===== src/rtl/wp_cache_pkg.sv =====
package wp_cache_pkg;
  typedef enum logic [1:0] {
    ST_IDLE = 2'd0,
    ST_LOOK = 2'd1,
    ST_SLOW = 2'd2,
    ST_FILL = 2'd3
  } lk_state_e;
endpackage


===== src/rtl/wp_way.sv =====
// One way of the cache: valid bits, tags and data words, with tag compare.
module wp_way #(
  parameter int IDX_W  = 3,
  parameter int TAG_W  = 11,
  parameter int DATA_W = 32
) (
  input  logic              clk,
  input  logic              rst_n,
  input  logic [IDX_W-1:0]  idx,
  input  logic [TAG_W-1:0]  tag,
  input  logic              wr_en,
  input  logic [DATA_W-1:0] wr_data,
  output logic              hit,
  output logic [DATA_W-1:0] rd_data
);
  localparam int SETS = 1 << IDX_W;

  logic [SETS-1:0]   vld;
  logic [TAG_W-1:0]  tags [SETS];
  logic [DATA_W-1:0] words[SETS];

  always_ff @(posedge clk) begin
    if (!rst_n) vld <= '0;
    else if (wr_en) vld[idx] <= 1'b1;
  end

  always_ff @(posedge clk) begin
    if (wr_en) begin
      tags[idx]  <= tag;
      words[idx] <= wr_data;
    end
  end

  assign hit     = vld[idx] && (tags[idx] == tag);
  assign rd_data = words[idx];

  // a freshly installed line hits for the address that filled it
  a_r7_fill_then_hit: assert property (@(posedge clk) disable iff (!rst_n)
    wr_en |=> hit);
endmodule


===== src/rtl/wp_set_state.sv =====
// Per-set prediction bit and LRU bit.
module wp_set_state #(
  parameter int IDX_W = 3
) (
  input  logic             clk,
  input  logic             rst_n,
  input  logic [IDX_W-1:0] idx,
  input  logic             touch_en,
  input  logic             touch_way,
  output logic             pred_way,
  output logic             lru_way
);
  localparam int SETS = 1 << IDX_W;

  logic [SETS-1:0] pred_q;
  logic [SETS-1:0] lru_q;

  always_ff @(posedge clk) begin
    if (!rst_n) begin
      pred_q <= '0;
      lru_q  <= '0;
    end else if (touch_en) begin
      pred_q[idx] <= touch_way;
      lru_q[idx]  <= ~touch_way;
    end
  end

  assign pred_way = pred_q[idx];
  assign lru_way  = lru_q[idx];

  // a touched way is predicted next and is no longer the victim
  a_r8_touch_mru: assert property (@(posedge clk) disable iff (!rst_n)
    touch_en |=> (pred_way == $past(touch_way)) && (lru_way != $past(touch_way)));
endmodule


===== src/rtl/wp_cache_lookup.sv =====
module wp_cache_lookup
  import wp_cache_pkg::*;
#(
  parameter int ADDR_W      = 16,
  parameter int DATA_W      = 32,
  parameter int CACHE_BYTES = 64,
  parameter int BLOCK_BYTES = 4
) (
  input  logic              clk,
  input  logic              rst_n,
  input  logic              req_valid,
  output logic              req_ready,
  input  logic [ADDR_W-1:0] req_addr,
  output logic              rsp_valid,
  output logic              rsp_hit,
  output logic              rsp_slow_hit,
  output logic              rsp_miss,
  output logic [DATA_W-1:0] rsp_data,
  output logic              fill_ready,
  input  logic              fill_valid,
  input  logic [DATA_W-1:0] fill_data
);
  localparam int WAYS  = 2;
  localparam int SETS  = CACHE_BYTES / (BLOCK_BYTES * WAYS);
  localparam int IDX_W = $clog2(SETS);
  localparam int OFF_W = $clog2(BLOCK_BYTES);
  localparam int TAG_W = ADDR_W - IDX_W - OFF_W;

  lk_state_e         st;
  logic [ADDR_W-1:0] lk_addr;
  logic [IDX_W-1:0]  set_idx;
  logic [TAG_W-1:0]  set_tag;
  logic [WAYS-1:0]   way_hit;
  logic [DATA_W-1:0] way_data [WAYS];
  logic              pred_way, lru_way;
  logic              pred_hit, alt_hit, any_hit;
  logic              req_fire, fill_fire, touch_en, touch_way;

  assign set_idx = lk_addr[OFF_W +: IDX_W];
  assign set_tag = lk_addr[ADDR_W-1 -: TAG_W];

  assign req_ready  = (st == ST_IDLE);
  assign fill_ready = (st == ST_FILL);
  assign req_fire   = req_valid && req_ready;
  assign fill_fire  = fill_valid && fill_ready;

  for (genvar w = 0; w < WAYS; w++) begin : g_way
    wp_way #(.IDX_W(IDX_W), .TAG_W(TAG_W), .DATA_W(DATA_W)) u_way (
      .clk     (clk),
      .rst_n   (rst_n),
      .idx     (set_idx),
      .tag     (set_tag),
      .wr_en   (fill_fire && (lru_way == w[0])),
      .wr_data (fill_data),
      .hit     (way_hit[w]),
      .rd_data (way_data[w])
    );
  end

  wp_set_state #(.IDX_W(IDX_W)) u_set_state (
    .clk       (clk),
    .rst_n     (rst_n),
    .idx       (set_idx),
    .touch_en  (touch_en),
    .touch_way (touch_way),
    .pred_way  (pred_way),
    .lru_way   (lru_way)
  );

  assign pred_hit = way_hit[pred_way];
  assign alt_hit  = way_hit[~pred_way];
  assign any_hit  = |way_hit;

  assign touch_en  = ((st == ST_LOOK) && any_hit) || fill_fire;
  assign touch_way = fill_fire ? lru_way : way_hit[1];

  // Data mux is steered by the prediction bit, independent of the compare.
  assign rsp_data     = way_data[pred_way];
  assign rsp_hit      = ((st == ST_LOOK) && pred_hit) || (st == ST_SLOW);
  assign rsp_slow_hit = (st == ST_SLOW);
  assign rsp_miss     = (st == ST_LOOK) && !any_hit;
  assign rsp_valid    = rsp_hit || rsp_miss;

  always_ff @(posedge clk) begin
    if (req_fire) lk_addr <= req_addr;
  end

  always_ff @(posedge clk) begin
    if (!rst_n) st <= ST_IDLE;
    else begin
      unique case (st)
        ST_IDLE: if (req_fire) st <= ST_LOOK;
        ST_LOOK: st <= pred_hit ? ST_IDLE : (alt_hit ? ST_SLOW : ST_FILL);
        ST_SLOW: st <= ST_IDLE;
        ST_FILL: if (fill_fire) st <= ST_IDLE;
      endcase
    end
  end

  // never both ways hit, and only one outcome per cycle
  a_r10_single_way: assert property (@(posedge clk) disable iff (!rst_n)
    (st == ST_LOOK) |-> !(way_hit[0] && way_hit[1]));
  a_r10_one_outcome: assert property (@(posedge clk) disable iff (!rst_n)
    rsp_valid |-> ($countones({rsp_hit && !rsp_slow_hit, rsp_slow_hit, rsp_miss}) == 1));
  // a hit in the other way is answered slow in the next cycle
  a_r4_slow_next: assert property (@(posedge clk) disable iff (!rst_n)
    ((st == ST_LOOK) && alt_hit && !pred_hit) |=> (rsp_valid && rsp_slow_hit));
  // the slow response already comes through the retrained prediction
  a_r5_retrained: assert property (@(posedge clk) disable iff (!rst_n)
    rsp_slow_hit |-> way_hit[pred_way]);
  // a miss opens the fill window
  a_r6_miss_fill: assert property (@(posedge clk) disable iff (!rst_n)
    rsp_miss |=> (fill_ready && !req_ready));
  // after a fill the block is idle again
  a_r2_fill_idle: assert property (@(posedge clk) disable iff (!rst_n)
    fill_fire |=> req_ready);
endmodule


===== config.mk =====
export PLATFORM = sky130hd
export DESIGN_NAME = wp_cache_lookup
export DESIGN_NICKNAME = d
export VERILOG_FILES = /design/src/rtl/wp_cache_pkg.sv /design/src/rtl/wp_way.sv /design/src/rtl/wp_set_state.sv /design/src/rtl/wp_cache_lookup.sv
export SDC_FILE = /design/constraint.sdc
export NUM_CORES = 1
export LEC_CHECK = 0
export ABC_AREA = 0
export BUFFER_PORTS_ARGS = -buffer_cell sky130_fd_sc_hd__buf_2
export CAP_MARGIN = 20
export CORE_ASPECT_RATIO = 1.2
export CORE_UTILIZATION = 40
export DETAILED_ROUTE_END_ITERATION = 6
export HOLD_SLACK_MARGIN = 0.06
export SETUP_SLACK_MARGIN = 0.4
export SLEW_MARGIN = 20
export SYNTH_ARGS = -nofsm -noshare
export SYNTH_HDL_FRONTEND = slang
export SYNTH_SLANG_ARGS = --single-unit

===== constraint.sdc =====
create_clock -name clk -period 13.1 [get_ports clk]
set_input_delay 0.655 -clock clk [delete_from_list [all_inputs] [get_ports clk]]
set_output_delay 0.655 -clock clk [all_outputs]
set_load 0.005 [all_outputs]

# ---- Word level (Yosys, flattened, before mapping)
# Memory sizes are Yosys's and may differ from the RTL's. A register that Yosys moved wholly into a read port is not among the register bits.
# Cells that the tools add are included.
dict set report op_classes {
  order_cmp 5
  eq_ne 7
  mux 33
  bitwise_logic 6
  n_reduce_logical 17
}
# op count
set op_table {}
lappend op_table {{2-to-1 mux 32 bit} 3}
lappend op_table {{equality test 11 bit} 2}
lappend op_table {{bitwise mux 8 bit} 2}
lappend op_table {{OR 8 bit} 2}
lappend op_table {{2-to-1 mux 1 bit} 15}
lappend op_table {{binary-select mux 1 bit (select 3 bit)} 4}
lappend op_table {{2-to-1 mux 3 bit} 4}
lappend op_table {{logical AND 1 bit} 10}
lappend op_table {{case mux 2 bit (4 select lines)} 1}
lappend op_table {{2-to-1 mux 2 bit} 3}
lappend op_table {{equality test 2 bit, second input constant} 2}
lappend op_table {{less-than comparator 1 x 2 -> 1 bit, second input constant} 2}
lappend op_table {{less-than comparator 3 x 4 -> 1 bit, second input constant} 1}
lappend op_table {{inequality test 2 x 1 -> 1 bit, second input constant} 2}
lappend op_table {{demux 1 bit (select 3 bit)} 1}
lappend op_table {{greater-or-equal comparator 3 x 1 -> 1 bit, second input constant} 1}
lappend op_table {{logical OR 1 bit} 3}
lappend op_table {{inverter 1 bit} 3}
lappend op_table {{equality test 2 x 1 -> 1 bit, second input constant} 1}
lappend op_table {{greater-or-equal comparator 2 bit, second input constant} 1}
lappend op_table {{zero test 2 bit} 1}
lappend op_table {{inverter 1 -> 2 bit} 1}
lappend op_table {{AND reduction 2 bit} 1}
lappend op_table {{OR reduction 2 bit} 1}
lappend op_table {{zero test 1 bit} 1}
dict set report word_totals {
  reg_bits 50
  ram_bits 688
  elab_cells 78
  mem_count 4
}
# name depth word_bits read_ports rd_clocked_by_memory_dff write_ports line
set mem_list {}
lappend mem_list {{g_way[0].u_way.words} 8 32 1 1 1 wp_way.sv:20} ;# logic [DATA_W-1:0] words[SETS];
lappend mem_list {{g_way[1].u_way.words} 8 32 1 1 1 wp_way.sv:20}
lappend mem_list {{g_way[0].u_way.tags} 8 11 1 1 1 wp_way.sv:19} ;# logic [TAG_W-1:0] tags [SETS];
lappend mem_list {{g_way[1].u_way.tags} 8 11 1 1 1 wp_way.sv:19}

# ---- Longest topological paths before layout
# Gate-level depths: netlist of run 1.
dict set report depth {
  word_depth 8
  depth_mapped 11
  mapped_depth_nobuf 8
}

# ---- Cells and area by module
# A second synthesis of run 1 with hierarchy kept.
dict set report unflattened {
  cells_unflattened 1663
  area_unflattened_um2 29399.4
}
# module instances cells_per_inst area_per_inst_um2 seq_area_each_um2
set by_module_without_submodules {}
lappend by_module_without_submodules {wp_way 2 749 13681.9 10490.1}
lappend by_module_without_submodules {wp_cache_lookup 1 77 1186.1 460.4}
lappend by_module_without_submodules {wp_set_state 1 88 849.6 320.3}

# ---- Least setup slack after synthesis of run 1
# Ideal clock, no wire load.
dict set report synth_path {
  path_kind {register to register}
  from {reg lk_addr[4]}
  to {mem g_way[0].u_way.tags[0][0], enable pin}
  setup_ns 0.555
  arrival_ns 6.073
  t_required_ns 12.545
  slack_ns 6.473
  stages_incl_launch_ff 10
  n_path_buf 2
  period_less_slack_ns 6.627
  path_cell_list {edfxtp_1 -> buf_2 -> buf_1 -> mux2i_1 -> nor2_1 -> a311oi_1 -> a21oi_1 -> a221oi_1 -> nand3_1 -> nor4_1}
}
dict set report synth_between {
  elab_chain_len 6
}
# element line
set synth_lines {}
lappend synth_lines {{start, declared} wp_cache_lookup.sv:30} ;# logic [ADDR_W-1:0] lk_addr;
lappend synth_lines {{start signal, assigned} wp_cache_lookup.sv:85} ;# if (req_fire) lk_addr <= req_addr;
lappend synth_lines {{binary-select mux 1 bit (select 3 bit)} wp_set_state.sv:29} ;# assign lru_way = lru_q[idx];
lappend synth_lines {{2-to-1 mux 1 bit (not written as such)} wp_set_state.sv:29}
lappend synth_lines {{inverter 1 bit} wp_cache_lookup.sv:53} ;# .wr_en (fill_fire && (lru_way == w[0])),
lappend synth_lines {{logical AND 1 bit} wp_cache_lookup.sv:53}
lappend synth_lines {{2-to-1 mux 1 bit} wp_way.sv:28} ;# if (wr_en) begin
lappend synth_lines {{2-to-1 mux 1 bit (not written as such)} wp_way.sv:29} ;# tags[idx] <= tag;
lappend synth_lines {{end, declared} wp_way.sv:19}
# Several ways; a longest one is shown, not always the timed one. The select of a mux whose other input is x is not followed.

==> flow_metrics.tcl, run 1 <==
set metrics [dict create \
    whs_path_depth 1 \
    dr.pass1.iters 5 \
    routed_via_density 5.469 \
    ys_ff_latch 739 \
    min_period_over_period_pct 40.76 \
    clkTransAtPathRegs_ns 0.06 \
    slew_headroom_pct 32.62 \
    root_buffer "clkbuf_16" \
    outcome "completed" \
    grt_max_degree 142 \
    syn_nets 1320 \
    internal_power_w 0.003985 \
    antenna_found_initial 3 \
    start_kind "flop" \
    holdBufCountCts 0 \
    routed_wirelength_mm 60.26 \
    report.final.slew_viol_count 0 \
    p_switching_w 0.001083 \
    tightestPinTransition_ns 1.005 \
    pwr-share-clk_pct 40.7 \
    dieWidth_um 245.5 \
    synth_seq_area_share_pct 76.64 \
    routabilityCongestion 0.7382 \
    async_flop_share_pct 0 \
    tritoncts "built" \
    synthesis.instances 1268 \
    hold_class "primary input to flop" \
    syn2layout_area_growth_pct 13.90 \
    ant_nets 0 \
    critPathKind "flop to primary output" \
    comb_power_share_pct 7.3 \
    post_drt_wl_per_cell_um 25.45 \
    route.detailed.drc 0 \
    synthDistinctLibCells 60 \
    start_util_pct 40.66 \
    synth_flop_cell "edfxtp_1" \
    ir_drop_mv 0.1000 \
    max_cap_viol_count 0 \
    netlist_top_cells_count "702 x edfxtp_1, 179 x mux4_2, 46 x mux2i_1" \
    via_count 12950 \
    grtUsageTotal_pct 17.08 \
    grt-ovfl-total 0 \
    die_h_um 294.3 \
    setup_tns_ns 0 \
    fin_skew_ns 0.02345 \
    grt_pass1_vias 13650 \
    worstSetupEndpointType "primary output" \
    pin_count 90 \
    power.total_w 0.005068 \
    dp_hpwl_mm 29.08 \
    fp-row-count 106 \
    r2r_cells 9 \
    fmax_mhz 187.3 \
    finalSetupViolations 0 \
    p_per_area_nw_per_um2 156.3 \
    clkLatencyLatePin_ns 0.61 \
    pwr-share-seq_pct 52.0 \
    crit_required_ns 12.44 \
    postCtsSetupBuffers 0 \
    fillers 5768 \
    utilization_pct 46.31 \
    cts_made_buffers 74 \
    synth_area_leaders "edfxtp_1 74%, mux4_2 14%, dfxtp_1 2.6%" \
    io_buffer_count 87 \
    grt_setup_unrepaired "false" \
    synth_area_leader_cell "edfxtp_1" \
    whs_ns 0.2171 \
    core_sq_um 70030 \
    cts_num_sinks 739 \
    die_area_sq_um 72250 \
    cts_buffer_depth 3 \
    drt_iter0_drc 946 \
    finalHoldViolations 0 \
    crit_arrival_ns 4.68 \
    leakage_nw 10.23 \
    p_sw_share_pct 21.37 \
    synth.most_common_cell "edfxtp_1" \
    synthesis.area_sq_um 28470 \
    postSynthAreaPerCell_sq_um 22.45 \
    drive_above_1_share_pct 31.33 \
    crit_fanout 50 \
    h-tree-depth 3 \
    yosys.area.top_type_share_pct 74.04 \
    grt_pass1_wl_mm 89.33 \
    synth_edf_count 702 \
    nNetsFinal 1445 \
    yosys_warnings 0 \
    layout_min_cycle_time_ns 5.339 \
    cts_resized 0 \
]
power groups by stage:
stage	clock (W)	sequential, W	combinational, W
floorplan	0	0.00266	0.000284
global placement	0	0.00268	0.000377
detailed placement	0	0.00269	0.000381
CTS	0.00211	0.00264	0.000382
global route	0.00219	0.00264	0.000403
finish	0.00206	0.00263	0.000372
worst max-delay path: stages (launching register included):
cell	delay (ns)
dfxtp_4	0.77
buf_4	0.83
mux4_2	0.61
mux2i_1	0.17
xor2_1	0.25
o221ai_1	0.16
nor4_1	0.31
nand4_1	0.28
o311ai_2	0.39
or2_1	0.15
buf_2	0.10
flip-flops by register name (all words and copies together), names as in the netlist, named ones only:
| register | flops |
|---|---|
| u_set_state.pred_q | 8 |
| g_way.u_way.vld | 16 |
| lk_addr | 14 |
| g_way.u_way.tags | 176 |
| g_way.u_way.words | 512 |
| u_set_state.lru_q | 8 |
| st | 2 |
cell usage in the layout (no fill, tap or decap), types with 6 or more instances in the layout:
| cell | instances |
|---|---|
| xor2_1 | 14 |
| mux4_2 | 179 |
| edfxtp_1 | 702 |
| inv_1 | 7 |
| mux2i_1 | 46 |
| clkinv_2 | 17 |
| o21a_1 | 18 |
| mux2_2 | 20 |
| dfxtp_1 | 34 |
| buf_2 | 87 |
| nand2_1 | 38 |
| nor2_1 | 14 |
| mux4_1 | 11 |
| clkbuf_1 | 9 |
| clkinv_1 | 14 |
| o22ai_1 | 6 |
| buf_4 | 22 |
| clkbuf_16 | 79 |
| nor2_4 | 10 |
routing by layer:
layer  up-vias  GRT usage (%)  share of wire (%)
li1       5602              -                  -
met1      6959          22.66                 43
met2       300          28.75                 51
met3        85          2.714                4.2
met4         4          5.484                2.1
met5         -              0              0.043
stage by stage:
step                setup WS (ns)  cell area, sq um  cells
floorplan                   6.473             28470   1268
global placement            8.223             30050   2235
detailed placement          8.222             30050   2235
CTS                         7.538             32420   2367
global route                7.470             32420   2367
finish                      7.761             32430   2368
area by class of cell:
class | instances | area [sq um] | area share [%]
Timing Repair Buffer | 111 | 631.9 | 1.949
Inverter | 7 | 26.28 | 0.08103
Sequential cell | 739 | 21830 | 67.33
Tap cell | 918 | 1149 | 3.542
Multi-Input combinational cell | 460 | 6417 | 19.79
Clock buffer | 89 | 2024 | 6.243
Clock inverter | 43 | 344.1 | 1.061
Antenna cell | 1 | 2.502 | 0.007717
logic make-up (layout without fill, tap and decap cells):
kind of cell / count (synthesis) / after routing / share of synthesized area, %
flops: 739 / 739 / 76.64
mux: 256 / 256 / 17.58
simple gates: 123 / 123 / 2.285
buf+inv: 69 / 250 / 1.182
compound gates: 63 / 63 / 1.754
xor+xnor: 18 / 18 / 0.5537
other cells: 0 / 1 / 0
path summary, 6_finish.rpt:
path,slack (ns),from,end
worst min register to register,0.46,u_set_state.lru_q[1]$_SDFFE_PN0P_,u_set_state.lru_q[1]$_SDFFE_PN0P_
worst max-delay path,7.76,flop,rsp_valid
worst min-delay path,0.22,req_addr[14],lk_addr[14]$_DFFE_PP_
worst max register to register,8.68,lk_addr[4]$_DFFE_PP_,g_way[0].u_way.words[3][29]$_DFFE_PP_
Note: power is estimated with default switching activity, not from simulation.
==> run 2, diff against run 1 <==
- ABC_AREA: 0 -> 1
- clock period: 13.1 -> 5.4 ns (I/O delays scaled with it)
==> flow_metrics.tcl, run 2 <==
set metrics [dict create \
    dp_hpwl_mm 38.92 \
    routabilityCongestion 0.8401 \
    ys_ff_latch 739 \
    syn2layout_area_growth_pct 13.93 \
    tritoncts "built" \
    synth_edf_count 702 \
    outcome "completed" \
    nNetsFinal 2638 \
    min_period_over_period_pct 83.70 \
    via_count 19340 \
    reg_top3 "g_way.u_way.words x512, g_way.u_way.tags x176, g_way.u_way.vld x16" \
    postSynthAreaPerCell_sq_um 12.00 \
    routed_via_density 5.310 \
    slowest_stage "edfxtp_1" \
    grt-ovfl-total 0 \
    dr.pass1.iters 5 \
    post_drt_wl_per_cell_um 20.32 \
    p_per_area_nw_per_um2 371.1 \
    fp-row-count 109 \
    worstPathCellList "inv_2 -> nand3_1 -> inv_1 -> a22o_1 -> a221oi_1 -> nand2_4 -> a31oi_1 -> buf_2" \
    start_util_pct 40.46 \
    die_area_sq_um 75740 \
    ant_nets 0 \
    yosys.area.top_type_share_pct 70.61 \
    root_buffer "clkbuf_16" \
    grt_max_degree 193 \
    crit_fanout 67 \
    crit_buf_inv 3 \
    die_h_um 301.3 \
    power.total_w 0.01262 \
    clkLatencyLatePin_ns 0.62 \
    drt_iter0_drc 1571 \
    fin_skew_ns 0.02173 \
    utilization_pct 46.10 \
    layout_min_cycle_time_ns 4.520 \
    routed_wirelength_mm 74.02 \
    largest_register_ff_count 512 \
    crit_required_ns 5.13 \
    preCtsSetupSlack_ns 1.490 \
    fin_ws_ns 0.8803 \
    whs_path_depth 2 \
    synth_seq_area_share_pct 73.09 \
    leakage_nw 11.99 \
    h-tree-depth 3 \
    clkTransAtPathRegs_ns 0.06 \
    cts_buffer_depth 3 \
    diodes 0 \
    slew_headroom_pct 29.38 \
    top_register "g_way.u_way.words" \
    grt_setup_unrepaired "false" \
    finalHoldViolations 0 \
    critPathKind "flop to primary output" \
    yosys_warnings 0 \
    core_sq_um 73780 \
    report.final.slew_viol_count 0 \
    pin_count 90 \
    synthesis.instances 2487 \
    layout_common_cells "702 x edfxtp_1, 438 x nand2_1, 318 x nor2_1, 262 x o21ai_0, 161 x inv_1" \
    setup_tns_ns 0 \
    finalSetupViolations 0 \
    synthesis.area_sq_um 29850 \
    drive_above_1_share_pct 10.18 \
    fmax_mhz 221.3 \
    synth_area_leaders "edfxtp_1 71%, nand2_1 5.5%, o21ai_0 4.4%" \
    max_cap_viol_count 0 \
    synth_flop_cell "edfxtp_1" \
    cts_made_buffers 73 \
    worstSetupEndpointType "primary output" \
    min_to "lk_addr[13]$_DFFE_PP_" \
    start_kind "flop" \
    max_stage_delay_ns 0.80 \
    cts_resized 0 \
    tightestPinTransition_ns 1.059 \
    crit_arrival_ns 4.25 \
    fillers 6562 \
    hp-start "req_addr[13]" \
    synth.most_common_cell "edfxtp_1" \
    antenna_found_initial 1 \
    reg2reg_setup_slack_ns 1.40 \
    crit_family "compound AO/OA/AOI/OAI gates" \
    layout_commonest_cell "edfxtp_1" \
    cts_num_sinks 739 \
    io_buffer_count 87 \
    netlist_top_cells_count "702 x edfxtp_1, 439 x nand2_1, 322 x nor2_1" \
    route.detailed.drc 0 \
    ir_drop_mv 0.2711 \
    hold_class "primary input to flop" \
    async_flop_share_pct 0 \
    syn_nets 2539 \
    synth_area_leader_cell "edfxtp_1" \
    grtUsageTotal_pct 19.61 \
    postCtsSetupBuffers 0 \
    grt_pass1_wl_mm 113.6 \
    synthDistinctLibCells 30 \
    dieWidth_um 251.4 \
    regToRegStartpoint "lk_addr[3]$_DFFE_PP_" \
    r2r_cells 9 \
    r2r-end "g_way[1].u_way.tags[2][9]$_DFFE_PP_" \
    grt_pass1_vias 19780 \
    holdBufCountCts 49 \
]
==> run 2: cell types whose count changed after synthesis, moves of 46 or more <==
cell / change
o221ai_1: +62
nand3_1: +124
o22ai_1: +58
nand2_1: +401
a21oi_1: +54
mux2i_1: -46
inv_1: +162
nor2_1: +298
mux4_2: -179
o21ai_0: +257
clkbuf_1: +73
==> run 2: kinds of logic after synthesis <==
kind of cell,synth area share [%]
buf+inv,4.681
compound gates,9.786
simple gates,12.44
flops,73.09
==> run 2: layer usage <==
layer / track usage, % / routed length, um / vias to the layer above
met5: 0 / 0 / -
met4: 7.085 / 2024 / 0
met1: 24.00 / 30650 / 9687
met2: 35.11 / 37970 / 498
met3: 2.891 / 3378 / 113
li1: - / - / 9042
==> run 2: report_power, final <==
| part | internal [W] | switching [W] |
|---|---|---|
| Clock | 0.00281 | 0.00212 |
| Combinational | 0.000408 | 0.000881 |
| Sequential | 0.00630 | 0.000109 |
==> run 2: worst max path at each step <==
stage | from | endpoint | depth (start not counted)
detailed placement | lk_addr[3]$_DFFE_PP_ | g_way[1].u_way.tags[2][5]$_DFFE_PP_ | 9
CTS | lk_addr[2]$_DFFE_PP_ | rsp_data[11] | 8
finish | lk_addr[2]$_DFFE_PP_ | rsp_data[11] | 8
floorplan | lk_addr[2]$_DFFE_PP_ | g_way[0].u_way.tags[1][0]$_DFFE_PP_ | 12
global route | flop | rsp_valid | 14
global placement | lk_addr[3]$_DFFE_PP_ | g_way[1].u_way.tags[2][9]$_DFFE_PP_ | 9
==> run 2: worst reg2reg max path, cell delays in order, from the launching register on <==
cell and delay [ns]:
edfxtp_1 0.66, inv_1 0.33, nor3_1 0.64, nand2_1 0.12
nand4_1 0.12, inv_1 0.06, nor2_1 0.41, nand2_1 0.19
inv_2 0.71, buf_4 0.43
==> run 2: per-stage QoR <==
| stage | cells | hold slack (ns) | area (sq um) |
|---|---|---|---|
| after floorplan | 2487 | 0.3689 | 29850 |
| after global placement | 3461 | 0.4434 | 31210 |
| after detailed placement | 3461 | 0.4492 | 31210 |
| after CTS | 3642 | 0.3552 | 34010 |
| after global routing | 3642 | 0.3743 | 34010 |
| final | 3642 | 0.3754 | 34010 |
==> run 2: area by class of cell <==
type | count | area (sq um) | area share [%]
well taps | 999 | 1250 | 3.675
flip-flops and latches | 739 | 21830 | 64.19
inverters | 174 | 670.6 | 1.972
clock inverters | 37 | 355.3 | 1.045
repair buffers | 175 | 1256 | 3.693
clock buffers | 95 | 1951 | 5.735
multi-input cells | 1423 | 6699 | 19.69
==> run 3, diff against run 2 <==
- clock period: 5.4 -> 4.6 ns (I/O delays scaled with it)
==> flow_metrics.tcl, run 3 (synthesis results as in run 2) <==
set metrics [dict create \
    outcome "completed" \
    fin_area_sq_um 34280 \
    fmax_mhz 253.3 \
    grt-ovfl-total 0 \
    fin_skew_ns 0.01746 \
    crit_arrival_ns 3.72 \
    grtUsageTotal_pct 19.55 \
    route.detailed.drc 0 \
    pwr-share-clk_pct 39.4 \
    pin_count 90 \
    dp_hpwl_mm 38.59 \
    routed_via_density 5.385 \
    dr.pass1.iters 5 \
    grt_pass1_vias 19200 \
    tightestPinTransition_ns 1.202 \
    clkTransAtPathRegs_ns 0.06 \
    worstSetupEndpointType "primary output" \
    r2r-end "g_way[1].u_way.words[6][7]$_DFFE_PP_" \
    whs_path_depth 2 \
    io_buffer_count 87 \
    crit_family "compound AO/OA/AOI/OAI gates" \
    max_cap_viol_count 0 \
    syn2layout_area_growth_pct 14.83 \
    regToRegStartpoint "lk_addr[2]$_DFFE_PP_" \
    p_sw_share_pct 24.57 \
    start_kind "flop" \
    fp-row-count 109 \
    hp-start "req_addr[6]" \
    nNetsFinal 2651 \
    grt_max_degree 223 \
    layout_commonest_cell "edfxtp_1" \
    cts_buffer_depth 3 \
    internal_power_w 0.01126 \
    largest_register_ff_count 512 \
    drive_above_1_share_pct 10.70 \
    h-tree-depth 3 \
    min_to "lk_addr[6]$_DFFE_PP_" \
    drt_iter0_drc 1662 \
    finalHoldViolations 0 \
    hold_class "primary input to flop" \
    p_per_area_nw_per_um2 435.6 \
    post_drt_wl_per_cell_um 20.39 \
    crit_buf_inv 4 \
    finalSetupViolations 0 \
    slew_headroom_pct 19.85 \
    dieWidth_um 251.4 \
    critical_path.most_common_cell "nand2_1" \
    layout_common_cells "702 x edfxtp_1, 438 x nand2_1, 318 x nor2_1, 262 x o21ai_0, 161 x inv_1" \
    ant_nets 0 \
    slowest_stage "nand2_2" \
    die_h_um 301.3 \
    p_switching_w 0.003669 \
    dpl_cell_area_sq_um 31380 \
    leakage_nw 12.13 \
    routabilityCongestion 0.8317 \
    die_area_sq_um 75740 \
    root_buffer "clkbuf_16" \
    start_util_pct 40.46 \
    crit_fanout 19 \
    grt_setup_unrepaired "false" \
    comb_power_share_pct 10.5 \
    reg_top3 "g_way.u_way.words x512, g_way.u_way.tags x176, g_way.u_way.vld x16" \
    ir_drop_mv 0.3578 \
    report.final.slew_viol_count 0 \
    grt_pass1_wl_mm 112.5 \
    setup_tns_ns 0 \
    routed_wirelength_mm 74.58 \
    clkLatencyLatePin_ns 0.62 \
    via_count 19690 \
    r2r_cells 13 \
    max_stage_delay_ns 0.63 \
    crit_required_ns 4.37 \
    cts_num_sinks 739 \
    antenna_found_initial 2 \
    min_period_over_period_pct 85.81 \
    critPathKind "flop to primary output" \
    cts_made_buffers 75 \
    tritoncts "built" \
    top_register "g_way.u_way.words" \
    core_sq_um 73780 \
    reg2reg_setup_slack_ns 1.19 \
    pwr-share-seq_pct 50.0 \
    worstPathCellList "buf_4 -> inv_2 -> nand3_1 -> inv_1 -> nand2_1 -> nand2_1 -> a221oi_2 -> nand2_2 -> a21oi_1 -> a31oi_1 -> buf_2" \
    layout_min_cycle_time_ns 3.947 \
]
[run 3: area by class of cell]
type,instances,area [sq um]
antenna,3,7.507
clock buffer,89,1993
clock inverter,44,370.4
fill,6532,39500
inverter,174,665.6
multi-input combinational,1424,6753
sequential,739,21830
tap,999,1250
timing repair buffer,185,1410
[run 3: repair_timing]
item / CTS / global route
pin swaps: 1 / 0
hold endpoints to repair: 543 / 0
buffers inserted: 2 / 0
hold buffers: 49 / 0
endpoints found under the setup margin: 6 / 3
resized for setup: 2 / 2
gates cloned: 1 / 0
[run 3: per-layer routing]
layer | vias up | GRT usage, % | share of wire [%]
met4 | 0 | 8.900 | 3.8
met5 | - | 0 | 0
li1 | 9069 | - | -
met2 | 607 | 33.66 | 50
met3 | 154 | 2.538 | 4.9
met1 | 9862 | 24.60 | 41
[run 3: worst register-to-register path: cells and delay by family (launching register included)]
kind	cells	cell delay [ns]
buf+inv	6	1.63
simple gates	6	1.02
flops	1	0.38
compound gates	1	0.05
[run 3: worst max-delay path by stage]
stage	startpoint	endpoint	slack [ns]	cells past startpoint
after floorplan	lk_addr[2]$_DFFE_PP_	g_way[0].u_way.tags[1][0]$_DFFE_PP_	0.25	12
after detailed placement	lk_addr[3]$_DFFE_PP_	g_way[1].u_way.words[2][1]$_DFFE_PP_	0.93	9
final	lk_addr[2]$_DFFE_PP_	rsp_data[31]	0.65	11
after CTS	flop	rsp_valid	0.49	11
after global placement	lk_addr[3]$_DFFE_PP_	g_way[1].u_way.words[6][2]$_DFFE_PP_	0.95	9
after global routing	lk_addr[2]$_DFFE_PP_	rsp_data[1]	0.51	11
[run 3: metrics by stage]
| stage | std cells | total power [W] | setup WS, ns | hold WS [ns] | util (%) |
|---|---|---|---|---|---|
| floorplan | 2487 | 0.008621 | 0.2525 | 0.3289 | - |
| global placement | 3469 | 0.009111 | 0.9519 | 0.4119 | 42.53 |
| detailed placement | 3469 | 0.009145 | 0.9317 | 0.4111 | 42.53 |
| CTS | 3654 | 0.01504 | 0.4861 | 0.3127 | 46.45 |
| global route | 3656 | 0.01545 | 0.5075 | 0.3352 | 46.46 |
| finish | 3657 | 0.01493 | 0.6526 | 0.3336 | 46.46 |
[run 3: power groups by stage]
stage,combinational (W),sequential (W),clock [W]
after global routing,0.00176,0.00747,0.00622
after detailed placement,0.00153,0.00762,0
final,0.00158,0.00747,0.00589
after global placement,0.00150,0.00761,0
after floorplan,0.00106,0.00756,0
after CTS,0.00158,0.00747,0.00600
